**src/rtl/fl_pkg.sv**
```systemverilog
package fl_pkg;

  typedef enum logic [1:0] {
    FL_OFF_A  = 2'b00,
    FL_OFF_B  = 2'b01,
    FL_MANUAL = 2'b10,
    FL_TIMED  = 2'b11
  } fl_mode_e;

  // Span of a timed boost phase in PFD strobes: 3 + 4k.
  function automatic logic [15:0] fl_span(input logic [13:0] k);
    return (16'(k) << 2) + 16'd3;
  endfunction

endpackage

```
**src/rtl/fl_timer.sv**
```systemverilog
module fl_timer #(
  parameter int CNT_W = 6
) (
  input  logic             clk,
  input  logic             rst_n,
  input  logic             clr,
  input  logic             load,
  input  logic             tick,
  input  logic [CNT_W-1:0] load_val,
  output logic             expire
);

  logic [CNT_W-1:0] cnt;

  always_ff @(posedge clk or negedge rst_n) begin
    if (!rst_n)                     cnt <= '0;
    else if (clr)                   cnt <= '0;
    else if (load)                  cnt <= load_val;
    else if (tick && cnt != '0)     cnt <= cnt - CNT_W'(1);
  end

  assign expire = tick && !clr && !load && (cnt == CNT_W'(1));

  p_load_value_r2: assert property (@(posedge clk) disable iff (!rst_n)
    load && !clr |=> cnt == $past(load_val));

  p_no_wrap_r2: assert property (@(posedge clk) disable iff (!rst_n)
    tick && !clr && !load && cnt == '0 |=> cnt == '0);

  p_idle_hold_r10: assert property (@(posedge clk) disable iff (!rst_n)
    !tick && !clr && !load |=> $stable(cnt));

  p_clear_r8: assert property (@(posedge clk) disable iff (!rst_n)
    clr |=> cnt == '0);

endmodule

```
**src/rtl/fl_seq.sv**
```systemverilog
module fl_seq
  import fl_pkg::*;
#(
  parameter int TMO_W = 4
) (
  input  logic             clk,
  input  logic             rst_n,
  input  logic             pd,
  input  logic [1:0]       mode,
  input  logic [TMO_W-1:0] tmo,
  input  logic             cfg_wr,
  input  logic             boost_req,
  input  logic             tick,
  output logic             fl_active
);

  localparam int CNT_W = TMO_W + 2;

  logic             timed, manual, enabled;
  logic             start_timed, tmr_clr, expire;
  logic [CNT_W-1:0] span;

  assign timed   = (fl_mode_e'(mode) == FL_TIMED);
  assign manual  = (fl_mode_e'(mode) == FL_MANUAL);
  assign enabled = timed || manual;

  assign start_timed = !pd && timed && cfg_wr && boost_req;
  assign tmr_clr     = pd || !timed;
  assign span        = CNT_W'(fl_span(14'(tmo)));

  fl_timer #(.CNT_W(CNT_W)) u_timer (
    .clk      (clk),
    .rst_n    (rst_n),
    .clr      (tmr_clr),
    .load     (start_timed),
    .tick     (tick),
    .load_val (span),
    .expire   (expire)
  );

  always_ff @(posedge clk or negedge rst_n) begin
    if (!rst_n)                 fl_active <= 1'b0;
    else if (pd || !enabled)    fl_active <= 1'b0;
    else if (manual && cfg_wr)  fl_active <= boost_req;
    else if (start_timed)       fl_active <= 1'b1;
    else if (expire)            fl_active <= 1'b0;
  end

  p_pd_cancel_r8: assert property (@(posedge clk) disable iff (!rst_n)
    pd |=> !fl_active);

  p_disabled_r3: assert property (@(posedge clk) disable iff (!rst_n)
    !mode[1] |=> !fl_active);

  p_expire_ends_r2: assert property (@(posedge clk) disable iff (!rst_n)
    expire |=> !fl_active);

  p_start_r2: assert property (@(posedge clk) disable iff (!rst_n)
    start_timed |=> fl_active);

  p_manual_hold_r4: assert property (@(posedge clk) disable iff (!rst_n)
    fl_active && manual && !cfg_wr && !pd |=> fl_active);

  p_timed_stop_ignored_r5: assert property (@(posedge clk) disable iff (!rst_n)
    fl_active && timed && cfg_wr && !boost_req && !pd && !expire |=> fl_active);

endmodule

```
**src/rtl/fl_drive.sv**
```systemverilog
module fl_drive #(
  parameter int CODE_W = 3
) (
  input  logic              pd,
  input  logic              hiz,
  input  logic              active,
  input  logic              pol_pos,
  input  logic [CODE_W-1:0] cur_norm,
  input  logic [CODE_W-1:0] cur_boost,
  output logic [CODE_W-1:0] cp_code,
  output logic              cp_en,
  output logic              cp_pol,
  output logic              fl_ind
);

  always_comb begin
    cp_en  = !pd && !hiz;
    fl_ind = cp_en && active;
    cp_pol = cp_en && pol_pos;
    if (!cp_en)       cp_code = '0;
    else if (active)  cp_code = cur_boost;
    else              cp_code = cur_norm;
  end

endmodule

```
**src/rtl/fastlock_cp_ctrl.sv**
```systemverilog
module fastlock_cp_ctrl #(
  parameter int CODE_W = 3,
  parameter int TMO_W  = 4
) (
  input  logic              clk,
  input  logic              rst_n,
  input  logic              chip_en,
  input  logic              sw_pd,
  input  logic              cp_hiz_req,
  input  logic              pol_pos,
  input  logic [1:0]        fl_mode,
  input  logic [TMO_W-1:0]  fl_tmo,
  input  logic [CODE_W-1:0] cur_norm,
  input  logic [CODE_W-1:0] cur_boost,
  input  logic              cfg_wr,
  input  logic              boost_req,
  input  logic              pfd_tick,
  output logic [CODE_W-1:0] cp_code,
  output logic              cp_en,
  output logic              cp_pol,
  output logic              fl_ind
);

  logic pd;
  logic fl_active;

  assign pd = !chip_en || sw_pd;

  fl_seq #(.TMO_W(TMO_W)) u_seq (
    .clk       (clk),
    .rst_n     (rst_n),
    .pd        (pd),
    .mode      (fl_mode),
    .tmo       (fl_tmo),
    .cfg_wr    (cfg_wr),
    .boost_req (boost_req),
    .tick      (pfd_tick),
    .fl_active (fl_active)
  );

  fl_drive #(.CODE_W(CODE_W)) u_drive (
    .pd        (pd),
    .hiz       (cp_hiz_req),
    .active    (fl_active),
    .pol_pos   (pol_pos),
    .cur_norm  (cur_norm),
    .cur_boost (cur_boost),
    .cp_code   (cp_code),
    .cp_en     (cp_en),
    .cp_pol    (cp_pol),
    .fl_ind    (fl_ind)
  );

  p_pd_off_r8: assert property (@(posedge clk) disable iff (!rst_n)
    !chip_en || sw_pd |-> !cp_en && !fl_ind && cp_code == '0);

  p_hiz_mask_r7: assert property (@(posedge clk) disable iff (!rst_n)
    cp_hiz_req |-> !cp_en && !fl_ind && !cp_pol);

  p_boost_code_r6: assert property (@(posedge clk) disable iff (!rst_n)
    fl_ind |-> cp_code == cur_boost);

  p_norm_code_r6: assert property (@(posedge clk) disable iff (!rst_n)
    cp_en && !fl_ind |-> cp_code == cur_norm);

  p_pol_follow_r9: assert property (@(posedge clk) disable iff (!rst_n)
    cp_en |-> cp_pol == pol_pos);

endmodule

```
**config.mk**
```make
export PLATFORM = sky130hd
export DESIGN_NAME = fastlock_cp_ctrl
export DESIGN_NICKNAME = d
export VERILOG_FILES = /design/src/rtl/fl_pkg.sv /design/src/rtl/fl_timer.sv /design/src/rtl/fl_seq.sv /design/src/rtl/fl_drive.sv /design/src/rtl/fastlock_cp_ctrl.sv
export SDC_FILE = /design/constraint.sdc
export NUM_CORES = 1
export LEC_CHECK = 0
export ABC_AREA = 1
export CORE_MARGIN = 5
export CORE_UTILIZATION = 30
export DETAILED_ROUTE_END_ITERATION = 16
export DONT_BUFFER_PORTS = 1
export SYNTH_ARGS = -nofsm -noshare
export SYNTH_HDL_FRONTEND = slang
export SYNTH_HIERARCHICAL = 1
export SYNTH_SLANG_ARGS = --single-unit
```
**constraint.sdc**
```tcl
create_clock -name clk -period 2.5 [get_ports clk]
set_input_delay 0.375 -clock clk [delete_from_list [all_inputs] [get_ports clk]]
set_output_delay 0.375 -clock clk [all_outputs]
set_load 0.005 [all_outputs]
```
* Word level (Yosys, flattened, before mapping)
Cells that the tools add are included.
Word-level totals: bits in registers 7, output and inout port bits 6, logic and storage cells 41
Cells by class: $add $sub $neg 2, equality and inequality tests 3, multiplexer cells 9, reduce and logical (&&, ||, !) cells 25
Operator list (count):
- 6-bit two-way mux | 3
- 1-bit logical AND | 11
- 1-bit logical NOT | 7
- 6-bit by 2-bit adder with 6-bit output (second input constant) | 1
- 6-bit by 1-bit equality test with 1-bit output (second input constant) | 1
- 3-bit two-way mux | 2
- 6-bit nonzero test | 1
- 6-bit by 1-bit subtractor with 6-bit output (second input constant) | 1
- 2-bit equality test (second input constant) | 2
- 1-bit logical OR | 4
- 1-bit two-way mux | 4
- 4-bit nonzero test | 1
- 3-bit nonzero test | 1

* Logic depth before layout (Yosys ltp)
depth after elaboration 13, mapped depth 13, depth with buffers taken out 13

* Hierarchy
Netlist, hierarchy kept.
Modules (own cells, without submodules):
- fl_timer | times used 1, cells an instance 60, area each 460.4 µm², sequential area each 150.1 µm²
- fl_seq | times used 1, cells an instance 20, area each 106.4 µm², sequential area each 25.0 µm²
- fl_drive | times used 1, cells an instance 21, area each 81.3 µm², sequential area each 0.0 µm²
- fastlock_cp_ctrl | times used 1, cells an instance 2, area each 7.5 µm², sequential area each 0.0 µm²

* Worst setup path before layout
OpenSTA, ideal clock, no wires.
path kind in2reg, start point in sw_pd, end point reg u_seq.u_timer.cnt[5], arrival time 1.366 ns, slack 1.010 ns, stages on the path 9, buffers on the path 0, cells stage by stage inv_1 -> nand2_1 -> nor2_2 -> nand3_1 -> inv_1 -> inv_1 -> or2_2 -> nand3_1 -> o21bai_2
On the way: word-level cells in the longest chain between the ends 7, elaborated cells between the ends (all ways) 9, those cells by class mux (2); reduce/logical (7)
RTL lines:
- start, declared | RTL line fastlock_cp_ctrl.sv:8 | input logic sw_pd,
- 1-bit logical OR (*) | RTL line fastlock_cp_ctrl.sv:27 | assign pd = !chip_en || sw_pd;
- via pd | RTL line fastlock_cp_ctrl.sv:24 | logic pd;
- 1-bit logical NOT (*) | RTL line fl_seq.sv:27 | assign start_timed = !pd && timed && cfg_wr && boost_req;
- 1-bit logical AND (*) (3 in series) | RTL line fl_seq.sv:27
- via u_seq.start_timed | RTL line fl_seq.sv:20 | logic start_timed, tmr_clr, expire;
- 6-bit two-way mux | RTL line fl_timer.sv:18 | else if (load) cnt <= load_val;
- 6-bit two-way mux | RTL line fl_timer.sv:17 | else if (clr) cnt <= '0;
- end signal, assigned | RTL line fl_timer.sv:18
- end signal, assigned | RTL line fl_timer.sv:19 | else if (tick && cnt != '0) cnt <= cnt - CNT_W'(1);
- end, declared | RTL line fl_timer.sv:13 | logic [CNT_W-1:0] cnt;
The timed path passes the listed nets; every way through them passes the cells marked *. A chain may end at the register's enable or synchronous reset.

* Worst setup path after layout
start point reg u_seq.fl_active, end point out cp_code[0]
On the way: word-level cells in the longest chain between the ends 2
RTL lines:
- start, declared | RTL line fl_seq.sv:14 | output logic fl_active
- start signal, assigned | RTL line fl_seq.sv:44 | else if (manual && cfg_wr) fl_active <= boost_req;
- 3-bit two-way mux | RTL line fl_drive.sv:21 | else if (active) cp_code = cur_boost;
- 3-bit two-way mux | RTL line fl_drive.sv:20 | if (!cp_en) cp_code = '0;
- end, declared | RTL line fastlock_cp_ctrl.sv:18 | output logic [CODE_W-1:0] cp_code,
No other way between the ends.

==> impl_results.md <==
- Gr usage total: 9.55%
- Min cycle time layout: 1.37 ns
- WL final: 1.54 mm
- CP arrival: 0.99 ns
- Setup violators final: 0
- Core area: 0.00215 sq mm
- Die X: 56.8 um
- Initial Util: 30.5%
- Port bufs: 0
- Register bit count reported by yosys: 7
- Die H: 56.8 um
- Avg Cell Area, Syn: 6.37 sq um
- Tcrit/Tclk final: 54.8%
- Remaining Overflow, GRT: 0
- Critical Path Fanout Max: 8
- Largest net degree at the start of global routing: 11
- TritonCTS clock tree: built
- Fin. Hold Viols: 0
- Initial antenna violation count: 0
- Met1 wire length: 643 um
- Remaining antenna violation count after routing: 0
- Wire per inst: 11.2 um
- Nets: 134
- Drt first pass iters: 4
- Num CTS Buffers: 3
- DR top layer: met4
- Worst Skew: 0.00243 ns
- Most common cell after layout, fill and taps aside: nand2_1
- Setup CP Type: reg2out
- FP Rows: 17
- Met2 wire length: 623 um
- Hold Crit Class: in2reg
- CTS Buffer Depth: 2
- YS warnings: 6
- Fmax: 730 MHz
- Root buffer cell: clkbuf_4
- Max cap viols: 0
- Power per cell area: 383 mW/mm^2
- Post-CTS resize count: 0
- Status: complete, no violations
- DR iter-0 viols: 26
- IO Pins: 27
- Sequential share of the synthesized area: 26.7%
- Cells after Synth: 103
- Most frequent cells in the layout: nand2_1 (24), inv_1 (19), nor2_1 (14)
- Vias after detailed routing: 616
- Leakage power: 0.000381 uW
- # H-tree levels: 1
- Hold-fix buffers, CTS: 1
- HPWL Detailed: 1.27 mm
- RSZ-0062 raised after global routing: no
- Worst-path clk slew: 0.06 ns
- Cell Area, Synth: 656 sq um
- Post-route cell area: 732 sq um
- Clk Latency, worst-skew pair: 0.26 ns
- # fillers: 236
- Slew Limit Fails: 0
- Drt drc: 0
- Worst path required time: 2.12 ns
- Post-DP Area: 694 sq um
- Setup crit end kind: primary output
- GP Congestion: 0.827
- Via-to-Cell Ratio: 4.50
- CP startpoint kind: flip-flop
- Post-CTS setup buffer count: 0
- P&R area growth vs syn: 11.6%
- First-pass GRT wire length: 2.43 mm
- Distinct cell type count after synthesis: 22
- Setup TNS Final: 0 ns
- Die area: 0.00322 sq mm
- Met3 WL post-DR: 266 um
- Number of global-route vias before repair: 576
- Diode count: 0
- Maximum vdd ir drop: 0.208 mV
- Layout cells sized above 1: 14.7%
- Clock sink total: 7
## registers in the layout (all words and copies together) (netlist names)
register and count:
u_seq/u_timer/cnt 6, u_seq/fl_active 1
## cells by family after synthesis
family	Yosys count	share of synthesized area, %
XOR/XNOR	1	1.34
adder cells (fa/ha/maj)	3	5.73
buffers and inverters	19	10.9
other	1	0.572
AND/OR/NAND/NOR	60	42.9
AO/OA/AOI/OAI	12	11.8
flip-flops	7	26.7
## worst max-delay path: stages (launching register included)
cell and delay, ns:
dfrtp_1 0.45, nand2_1 0.10, nand2_1 0.04, nor2_1 0.14
## cell type report
| class | count | area, sq um | share of cell area [%] |
|---|---|---|---|
| clock buffers | 3 | 22.5 | 3.08 |
| clock inverters | 1 | 5.00 | 0.684 |
| inverters | 19 | 71.3 | 9.74 |
| multi-input cells | 78 | 413 | 56.4 |
| flip-flops and latches | 7 | 175 | 23.9 |
| well taps | 28 | 35.0 | 4.79 |
| repair buffers | 1 | 10.0 | 1.37 |
## cells in the mapped netlist
library cell | n | area (sq um)
ha_1 | 3 | 37.5
nand2_4 | 1 | 11.3
o21ai_0 | 2 | 10.0
nand3_2 | 1 | 10.0
nand3_1 | 11 | 55.1
o21ai_1 | 2 | 10.0
conb_1 | 1 | 3.75
a21boi_0 | 2 | 15.0
o21bai_1 | 1 | 7.51
nor2_4 | 1 | 11.3
xor2_1 | 1 | 8.76
nor2_1 | 14 | 52.6
o22ai_1 | 3 | 18.8
a21oi_1 | 1 | 5.00
nand2_2 | 2 | 12.5
or2_2 | 1 | 6.26
nand2_1 | 24 | 90.1
o21bai_2 | 1 | 11.3
nor2_2 | 4 | 25.0
dfrtp_1 | 7 | 175
and3_2 | 1 | 7.51
inv_1 | 19 | 71.3
## power by group
group,switching (uW),internal (uW)
Sequential,3.28,116
Clock,50.1,58.9
Combinational,32.0,19.7
Total,85.3,195
## per-stage QoR
step / power, uW / utilization [%] / cells / hold slack, ns / setup slack [ns]
2_1_floorplan: 162 / - / 104 / 0.0794 / 1.01
3_3_place_gp: 169 / 32.3 / 132 / 0.0797 / 0.936
3_5_place_dp: 170 / 32.3 / 132 / 0.0797 / 0.858
4_1_cts: 286 / 34.1 / 137 / 0.331 / 1.11
5_1_grt: 301 / 34.1 / 137 / 0.352 / 1.02
6_report: 280 / 34.1 / 137 / 0.344 / 1.13
## final timing paths
| path | start | cells past startpoint | slack (ns) | endpoint |
|---|---|---|---|---|
| hold / removal | cfg_wr | 4 | 0.34 | u_seq/fl_active |
| min in group asynchronous | rst_n | 1 | 0.45 | u_seq/u_timer/cnt[5] |
| setup / recovery | u_seq/fl_active | 3 | 1.13 | cp_code[0] |
| hold reg to reg | u_seq/u_timer/cnt[5] | 2 | 0.61 | u_seq/u_timer/cnt[5] |
| setup reg to reg | u_seq/u_timer/cnt[0] | 5 | 1.18 | u_seq/u_timer/cnt[2] |
| max in group asynchronous | rst_n | 1 | 1.80 | u_seq/fl_active |
## metal layers
layer	vias up	global-route usage, %
li1	328	-
met1	258	10.3
met2	28	14.4
met3	2	8.05
met4	0	1.99
met5	-	0
Note: power is estimated with default switching activity, not from simulation.
